<file path="config.mk">
export PLATFORM = sky130hd
export DESIGN_NAME = adc_thresh_counter
export DESIGN_NICKNAME = d
export VERILOG_FILES = /design/src/rtl/atc_pkg.sv /design/src/rtl/atc_magnitude.sv /design/src/rtl/atc_occ_counter.sv /design/src/rtl/atc_regs.sv /design/src/rtl/adc_thresh_counter.sv
export SDC_FILE = /design/constraint.sdc
export NUM_CORES = 1
export LEC_CHECK = 0
export ABC_AREA = 1
export BUFFER_PORTS_ARGS = -buffer_cell sky130_fd_sc_hd__clkbuf_2
export CAP_MARGIN = 5
export CORE_MARGIN = 1.5
export CORE_UTILIZATION = 56
export DETAILED_ROUTE_END_ITERATION = 6
export GPL_TIMING_DRIVEN = 0
export PLACE_DENSITY = 0.84
export SYNTH_ARGS = -nofsm -noshare
export SYNTH_HDL_FRONTEND = slang
export SYNTH_SLANG_ARGS = --single-unit
</file>
<file path="constraint.sdc">
create_clock -name clk_i -period 1.3 [get_ports clk_i]
set_input_delay 0.13 -clock clk_i [delete_from_list [all_inputs] [get_ports clk_i]]
set_output_delay 0.13 -clock clk_i [all_outputs]
set_load 0.05 [all_outputs]
</file>
<file path="src/rtl/atc_pkg.sv">
package atc_pkg;
  localparam int ADDR_W = 3;

  localparam logic [ADDR_W-1:0] A_CTRL   = 3'd0;
  localparam logic [ADDR_W-1:0] A_THRESH = 3'd1;
  localparam logic [ADDR_W-1:0] A_LIMIT  = 3'd2;
  localparam logic [ADDR_W-1:0] A_COUNT  = 3'd3;
  localparam logic [ADDR_W-1:0] A_FLAGS  = 3'd4;

  typedef struct packed {
    logic clr_mode;  // bit 2: below-threshold clears instead of decrementing
    logic cnt_en;    // bit 1
    logic cmp_en;    // bit 0
  } atc_ctrl_t;

  localparam int CTRL_W = $bits(atc_ctrl_t);

  typedef struct packed {
    logic lim;   // bit 1
    logic cmp;   // bit 0
  } atc_flags_t;
endpackage

</file>
<file path="src/rtl/atc_magnitude.sv">
module atc_magnitude #(
  parameter int DATA_W = 16
) (
  input  logic [DATA_W-1:0] smp_i,
  input  logic [DATA_W-1:0] thresh_i,
  output logic [DATA_W-1:0] mag_o,
  output logic              ge_o,
  output logic              gt_o
);
  // two's-complement negate fits unsigned DATA_W bits even for the most negative code
  always_comb begin
    if (smp_i[DATA_W-1]) begin
      mag_o = (~smp_i) + {{(DATA_W-1){1'b0}}, 1'b1};
    end else begin
      mag_o = smp_i;
    end
    ge_o = (mag_o >= thresh_i);
    gt_o = (mag_o >  thresh_i);
  end
endmodule

</file>
<file path="src/rtl/atc_occ_counter.sv">
module atc_occ_counter #(
  parameter int CNT_W = 8
) (
  input  logic             clk_i,
  input  logic             rst_ni,
  input  logic             upd_i,
  input  logic             ge_i,
  input  logic             clr_mode_i,
  input  logic [CNT_W-1:0] limit_i,
  output logic [CNT_W-1:0] count_o,
  output logic             reach_o
);
  localparam logic [CNT_W-1:0] CNT_MAX = {CNT_W{1'b1}};
  localparam logic [CNT_W-1:0] CNT_ONE = {{(CNT_W-1){1'b0}}, 1'b1};

  logic [CNT_W-1:0] cnt_q, cnt_d;

  always_comb begin
    cnt_d = cnt_q;
    if (ge_i) begin
      if (cnt_q != CNT_MAX) cnt_d = cnt_q + CNT_ONE;
    end else if (clr_mode_i) begin
      cnt_d = '0;
    end else if (cnt_q != '0) begin
      cnt_d = cnt_q - CNT_ONE;
    end
  end

  always_ff @(posedge clk_i or negedge rst_ni) begin
    if (!rst_ni) begin
      cnt_q <= '0;
    end else if (upd_i) begin
      cnt_q <= cnt_d;
    end
  end

  assign reach_o = upd_i && (cnt_d == limit_i);
  assign count_o = cnt_q;
endmodule

</file>
<file path="src/rtl/atc_regs.sv">
module atc_regs
  import atc_pkg::*;
#(
  parameter int DATA_W = 16,
  parameter int CNT_W  = 8
) (
  input  logic              clk_i,
  input  logic              rst_ni,
  input  logic              we_i,
  input  logic [ADDR_W-1:0] addr_i,
  input  logic [DATA_W-1:0] wdata_i,
  output logic [DATA_W-1:0] rdata_o,
  input  logic [CNT_W-1:0]  count_i,
  input  logic              set_cmp_i,
  input  logic              set_lim_i,
  output atc_ctrl_t         ctrl_o,
  output logic [DATA_W-1:0] thresh_o,
  output logic [CNT_W-1:0]  limit_o,
  output atc_flags_t        flags_o
);
  atc_ctrl_t         ctrl_q, ctrl_d;
  logic [DATA_W-1:0] thr_q, thr_d;
  logic [CNT_W-1:0]  lim_q, lim_d;
  atc_flags_t        flg_q, flg_d;
  logic              wr_ctrl, wr_thr, wr_lim, wr_flg;

  always_comb begin
    wr_ctrl = we_i && (addr_i == A_CTRL);
    wr_thr  = we_i && (addr_i == A_THRESH);
    wr_lim  = we_i && (addr_i == A_LIMIT);
    wr_flg  = we_i && (addr_i == A_FLAGS);

    ctrl_d = wr_ctrl ? atc_ctrl_t'(wdata_i[CTRL_W-1:0]) : ctrl_q;
    thr_d  = wr_thr  ? wdata_i : thr_q;
    lim_d  = wr_lim  ? wdata_i[CNT_W-1:0] : lim_q;

    flg_d = flg_q;
    if (wr_flg) begin
      if (wdata_i[0]) flg_d.cmp = 1'b0;
      if (wdata_i[1]) flg_d.lim = 1'b0;
    end
    if (set_cmp_i) flg_d.cmp = 1'b1;
    if (set_lim_i) flg_d.lim = 1'b1;
  end

  always_ff @(posedge clk_i or negedge rst_ni) begin
    if (!rst_ni) begin
      ctrl_q <= '0;
      thr_q  <= '0;
      lim_q  <= '0;
      flg_q  <= '0;
    end else begin
      ctrl_q <= ctrl_d;
      thr_q  <= thr_d;
      lim_q  <= lim_d;
      flg_q  <= flg_d;
    end
  end

  always_comb begin
    rdata_o = '0;
    unique case (addr_i)
      A_CTRL:   rdata_o[CTRL_W-1:0] = ctrl_q;
      A_THRESH: rdata_o = thr_q;
      A_LIMIT:  rdata_o[CNT_W-1:0] = lim_q;
      A_COUNT:  rdata_o[CNT_W-1:0] = count_i;
      A_FLAGS:  rdata_o[1:0] = flg_q;
      default:  rdata_o = '0;
    endcase
  end

  assign ctrl_o   = ctrl_q;
  assign thresh_o = thr_q;
  assign limit_o  = lim_q;
  assign flags_o  = flg_q;
endmodule

</file>
<file path="src/rtl/adc_thresh_counter.sv">
module adc_thresh_counter
  import atc_pkg::*;
#(
  parameter int DATA_W = 16,
  parameter int CNT_W  = 8
) (
  input  logic                 clk_i,
  input  logic                 rst_ni,
  input  logic                 smp_valid_i,
  input  logic [DATA_W-1:0]    smp_data_i,
  input  logic                 reg_we_i,
  input  logic [ADDR_W-1:0]    reg_addr_i,
  input  logic [DATA_W-1:0]    reg_wdata_i,
  output logic [DATA_W-1:0]    reg_rdata_o,
  output logic                 irq_cmp_o,
  output logic                 irq_cnt_o
);
  // reset: asserted asynchronously, released through two flops
  logic [1:0] rst_sync_q;
  logic       rst_n;

  always_ff @(posedge clk_i or negedge rst_ni) begin
    if (!rst_ni) rst_sync_q <= 2'b00;
    else         rst_sync_q <= {rst_sync_q[0], 1'b1};
  end
  assign rst_n = rst_sync_q[1];

  atc_ctrl_t         ctrl;
  logic [DATA_W-1:0] thresh;
  logic [CNT_W-1:0]  limit;
  logic [CNT_W-1:0]  count;
  atc_flags_t        flags;
  logic [DATA_W-1:0] mag;
  logic              ge, gt, upd, reach, set_cmp;
  logic              cmp_en, cnt_en, clr_mode;

  assign cmp_en   = ctrl.cmp_en;
  assign cnt_en   = ctrl.cnt_en;
  assign clr_mode = ctrl.clr_mode;

  atc_magnitude #(.DATA_W(DATA_W)) i_mag (
    .smp_i    (smp_data_i),
    .thresh_i (thresh),
    .mag_o    (mag),
    .ge_o     (ge),
    .gt_o     (gt)
  );

  assign upd     = smp_valid_i && cnt_en;
  assign set_cmp = smp_valid_i && cmp_en && gt;

  atc_occ_counter #(.CNT_W(CNT_W)) i_cnt (
    .clk_i      (clk_i),
    .rst_ni     (rst_n),
    .upd_i      (upd),
    .ge_i       (ge),
    .clr_mode_i (clr_mode),
    .limit_i    (limit),
    .count_o    (count),
    .reach_o    (reach)
  );

  atc_regs #(.DATA_W(DATA_W), .CNT_W(CNT_W)) i_regs (
    .clk_i     (clk_i),
    .rst_ni    (rst_n),
    .we_i      (reg_we_i),
    .addr_i    (reg_addr_i),
    .wdata_i   (reg_wdata_i),
    .rdata_o   (reg_rdata_o),
    .count_i   (count),
    .set_cmp_i (set_cmp),
    .set_lim_i (reach),
    .ctrl_o    (ctrl),
    .thresh_o  (thresh),
    .limit_o   (limit),
    .flags_o   (flags)
  );

  assign irq_cmp_o = flags.cmp;
  assign irq_cnt_o = flags.lim;
endmodule

</file>
==> results.toml <==
[power_and_ir_drop]
power.net_switching_uw = 3970
p_comb_share_pct = 64.9
seq_power_share_pct = 24.6
power_report.internal_total_uw = 3670
power_frac_clock_pct = 10.5
p_per_area_nw_per_um2 = 1710
ir_drop_worst_case_vdd_v = 0.00134
static-leakage-power_uw = 0.00230
sw_frac_of_total_pct = 52.0

[clocking]
htreeDepth = 2
clk_latency_ns = 0.30
cts.sinks = 39
cts_made_buffers = 5
cts.clk_slew.worst_paths_ns = 0.07
clockBufferDepth = 2
cts_tree = "yes"
clock-root-buffer = "sky130_fd_sc_hd__clkbuf_8"

[grt]
overflow = 0
first_global_vias = 3405
grt_usage_pct = 33.6
grt_antenna_before_repair = 0
grt_pass1_wl_um = 16100
grt_max_degree = 38

[logic_synthesis]
synth_warnings = 0
synth_top_cell_area_share_pct = 30.2
synth.ff_latch_count = 39
synthDistinctLibCells = 37
post_synth_edffs = 0
synth_area_per_cell_um2 = 6.78
synth.top_cells.by_count = "sky130_fd_sc_hd__nand2_1, sky130_fd_sc_hd__inv_1, sky130_fd_sc_hd__nor2_1"
synth_nets = 536
synthTopCellsByArea = "sky130_fd_sc_hd__dfrtp_1, sky130_fd_sc_hd__nand2_1, sky130_fd_sc_hd__inv_1, sky130_fd_sc_hd__ha_1, sky130_fd_sc_hd__o21ai_0"
synth.largest_area_cell = "sky130_fd_sc_hd__dfrtp_1"
netlist_instances = 477
share_of_synthesized_flip_flops_with_an_asynchronous_set_or_reset_pct = 100
synth-seq-area-share_pct = 30.2
yosys_most_used_dff = "sky130_fd_sc_hd__dfrtp_1"
synth.cell_area_um2 = 3230
yosysMostFrequentCell = "sky130_fd_sc_hd__nand2_1"

[drt]
first_iter_violations = 491
remaining_drc_errors = 0
drt-wirelength-per-cell_um = 19.0
antenna_violating_nets_post_route = 0
totalWireLength_um = 12200
route.vias.total = 4053
drt_pass1_iterations = 5
avgViaCountPerCell = 6.29

[cells_and_area]
finalNetCount = 630
area_delta_synth_final_pct = 38.3
count_of_non_filler_cells_in_the_finished_layout = 644
post_route_cells_drive_above_1_share_pct = 33.2
layout.cell_area.non_filler_um2 = 4470
layout_filler_cell_count = 323
diodes_inserted = 0

[timing]
report.final.hold_viol_count = 0
worst_clock_skew_ns = 0.0101
finalMaxSlewViolations = 0
max_slew.worst_pin.slew_ns = 0.820
timing.final.crit_period_ns = 3.00
unrepaired_setup_endpoints_after_global_routing = "yes"
timing.final.ws_setup_ns = -1.70
count_of_endpoints_failing_setup_in_the_final_report = 20
relSlewSlack_pct = 45.3
maximum_clock_rate_ghz = 0.334
hold-worst-slack_ns = 0.0857
layout_worst_path_cycle_share_pct = 231

[setup_path]
reg2reg_to = "i_regs.flags_o[1]$_DFFE_PN0P_"
setup.worst_path.end_class = "flip-flop"
worstPathCellList = "clkbuf_16, inv_12, ha_4, nand4_1, or2_1, nor2_2, nand2_2, o31ai_4, xnor2_1, ha_1, nand4_1, a21oi_2, nor2_4, buf_12, nand3_4, buf_8, nand2_4, nand3b_1, nand2_1, nor2_2, nand4_1, nand2_1"
startpoint = "smp_data_i[0]"
setup.worst_path.class = "in2reg"
critPathRequiredTime_ns = 1.53
cp.arrival_ns = 3.23
cp_num_buf_inv = 4
critical-path-top-delay-family = "simple AND/OR/NAND/NOR gates"
r2r_cells = 15
endpoint = "i_regs.flags_o[1]$_DFFE_PN0P_"
timing.rr.start = "i_regs.thresh_o[15]$_DFFE_PN0P_"
worst-r2r-setup-slack_ns = -1.08
critical_path_peak_fanout = 5
crit_path_frequent_cell = "sky130_fd_sc_hd__nand4_1"
worst-path-stages = 22
timing.critical_path.slowest_stage_cell = "sky130_fd_sc_hd__ha_1"
crit_path_max_incr_delay_ns = 0.30
critical_path.startpoint_type = "input port"

[min_path]
hold_class = "in2reg"

[floorplanning]
fp.coreArea_um2 = 5540
placementRows = 27
initial_core_util_pct = 58.4
design.portCount = 57
die_boundary_width_um = 79.0
die_area_um2 = 6240
chipHeight_um = 79.0

[placement]
dpl_worst_slack_ns = -1.80
place_hpwl_um = 7290
placement.cell_area_um2 = 3720
place.port_buffers = 56
placed_cells = 605
globalplace.congestion = 0.925

[run_status]
failed_checks = "setup timing"
outcome = "finished with violations"

[flow_run]
max-cap-violations = 0
[cells in the final DEF (no fill, tap or decap), types with 13 or more instances in the layout]
cell type	synthesis	final
sky130_fd_sc_hd__clkbuf_2	0	39
sky130_fd_sc_hd__nand2_1	122	112
sky130_fd_sc_hd__nand3_1	29	25
sky130_fd_sc_hd__o21ai_0	42	30
sky130_fd_sc_hd__nand4_1	20	20
sky130_fd_sc_hd__buf_4	2	27
sky130_fd_sc_hd__ha_1	20	19
sky130_fd_sc_hd__a21oi_1	15	14
sky130_fd_sc_hd__dfrtp_1	39	32
sky130_fd_sc_hd__nor2_1	43	31
sky130_fd_sc_hd__buf_6	2	13
sky130_fd_sc_hd__inv_1	67	59
[per-layer routing]
metal | up-vias | GRT usage, % | part of all wire, %
met2 | 355 | 54.1 | 46
met3 | 99 | 4.25 | 11
li1 | 1756 | - | -
met4 | 0 | 13.7 | 6.6
met1 | 1843 | 45.9 | 36
met5 | - | 0 | 0
[flip-flops by register name, indices dropped and copies added, names as in the netlist]
| register | cells |
|---|---|
| i_cnt.count_o | 8 |
| i_regs.ctrl_o | 3 |
| i_regs.flags_o | 2 |
| i_regs.limit_o | 8 |
| i_regs.thresh_o | 16 |
| rst_sync_q | 2 |
[area by class of cell]
cell class / count / area [um2] / share of cell area (%)
inverters: 76 / 324 / 7.25
plain buffers: 11 / 91.3 / 2.04
multi-input cells: 351 / 2210 / 49.5
clock inverters: 1 / 5.00 / 0.112
flip-flops and latches: 39 / 985 / 22.0
repair buffers: 87 / 687 / 15.4
clock buffers: 7 / 76.3 / 1.71
well taps: 72 / 90.1 / 2.01
[power groups by stage]
stage	clock, uW	sequential, uW	combinational (uW)
after floorplan	0	1870	2670
after global placement	0	1870	3490
after detailed placement	0	1880	3570
after CTS	799	1840	4010
after global routing	856	1910	5210
final	806	1880	4960
[how the worst min path moves through the flow]
stage                    startpoint                              end  slack, ns  cells after the start
floorplan                    rst_ni          rst_sync_q[0]$_DFF_PN0_      -0.17                      0
global placement             rst_ni          rst_sync_q[1]$_DFF_PN0_      -0.09                      1
detailed placement           rst_ni          rst_sync_q[0]$_DFF_PN0_      -0.08                      1
CTS                 reg_wdata_i[15]  i_regs.thresh_o[15]$_DFFE_PN0P_       0.08                      3
global route        reg_wdata_i[13]  i_regs.thresh_o[13]$_DFFE_PN0P_       0.10                      3
finish               reg_wdata_i[6]   i_regs.thresh_o[6]$_DFFE_PN0P_       0.09                      3
[worst reg2reg max path, cell delays in order, from the launching register on]
cell and delay [ns]:
sky130_fd_sc_hd__dfrtp_1 0.38, sky130_fd_sc_hd__inv_1 0.16, sky130_fd_sc_hd__ha_1 0.30, sky130_fd_sc_hd__a21oi_1 0.18
sky130_fd_sc_hd__o21ai_1 0.13, sky130_fd_sc_hd__nor2_4 0.19, sky130_fd_sc_hd__buf_12 0.13, sky130_fd_sc_hd__nand3_4 0.11
sky130_fd_sc_hd__buf_4 0.17, sky130_fd_sc_hd__nand2_4 0.08, sky130_fd_sc_hd__nand2_2 0.07, sky130_fd_sc_hd__nand2_1 0.06
sky130_fd_sc_hd__nand2_1 0.07, sky130_fd_sc_hd__nor2_1 0.10, sky130_fd_sc_hd__nand4_1 0.12, sky130_fd_sc_hd__nand2_1 0.08
[through the flow]
step	power [uW]	utilization (%)	TNS, ns
final	7640	80.7	-15.41
after global routing	7970	80.7	-17.28
after CTS	6660	75.4	-12.44
after detailed placement	5460	67.1	-24.80
after global placement	5370	67.1	-31.16
after floorplan	4540	-	-10.29
[cells by family after synthesis]
logic type      count (synthesis)  synth area share (%)
flops                          39                  30.2
xor+xnor                       15                  4.06
compound gates                 71                  12.2
other cells                     1                 0.116
fa+ha+maj                      20                  7.74
simple gates                  244                  34.9
buf+inv                        87                  10.8
[what timing repair did]
| item | CTS | global route |
|---|---|---|
| hold endpoints to repair | 2 | 0 |
| pin swaps | 8 | 21 |
| buffers inserted | 16 | 12 |
| gates resized for setup | 73 | 58 |
| cloned | 2 | 0 |
| endpoints found under the setup margin | 26 | 42 |
| hold buffers | 1 | 0 |
Power figures use the tool's default switching activity.
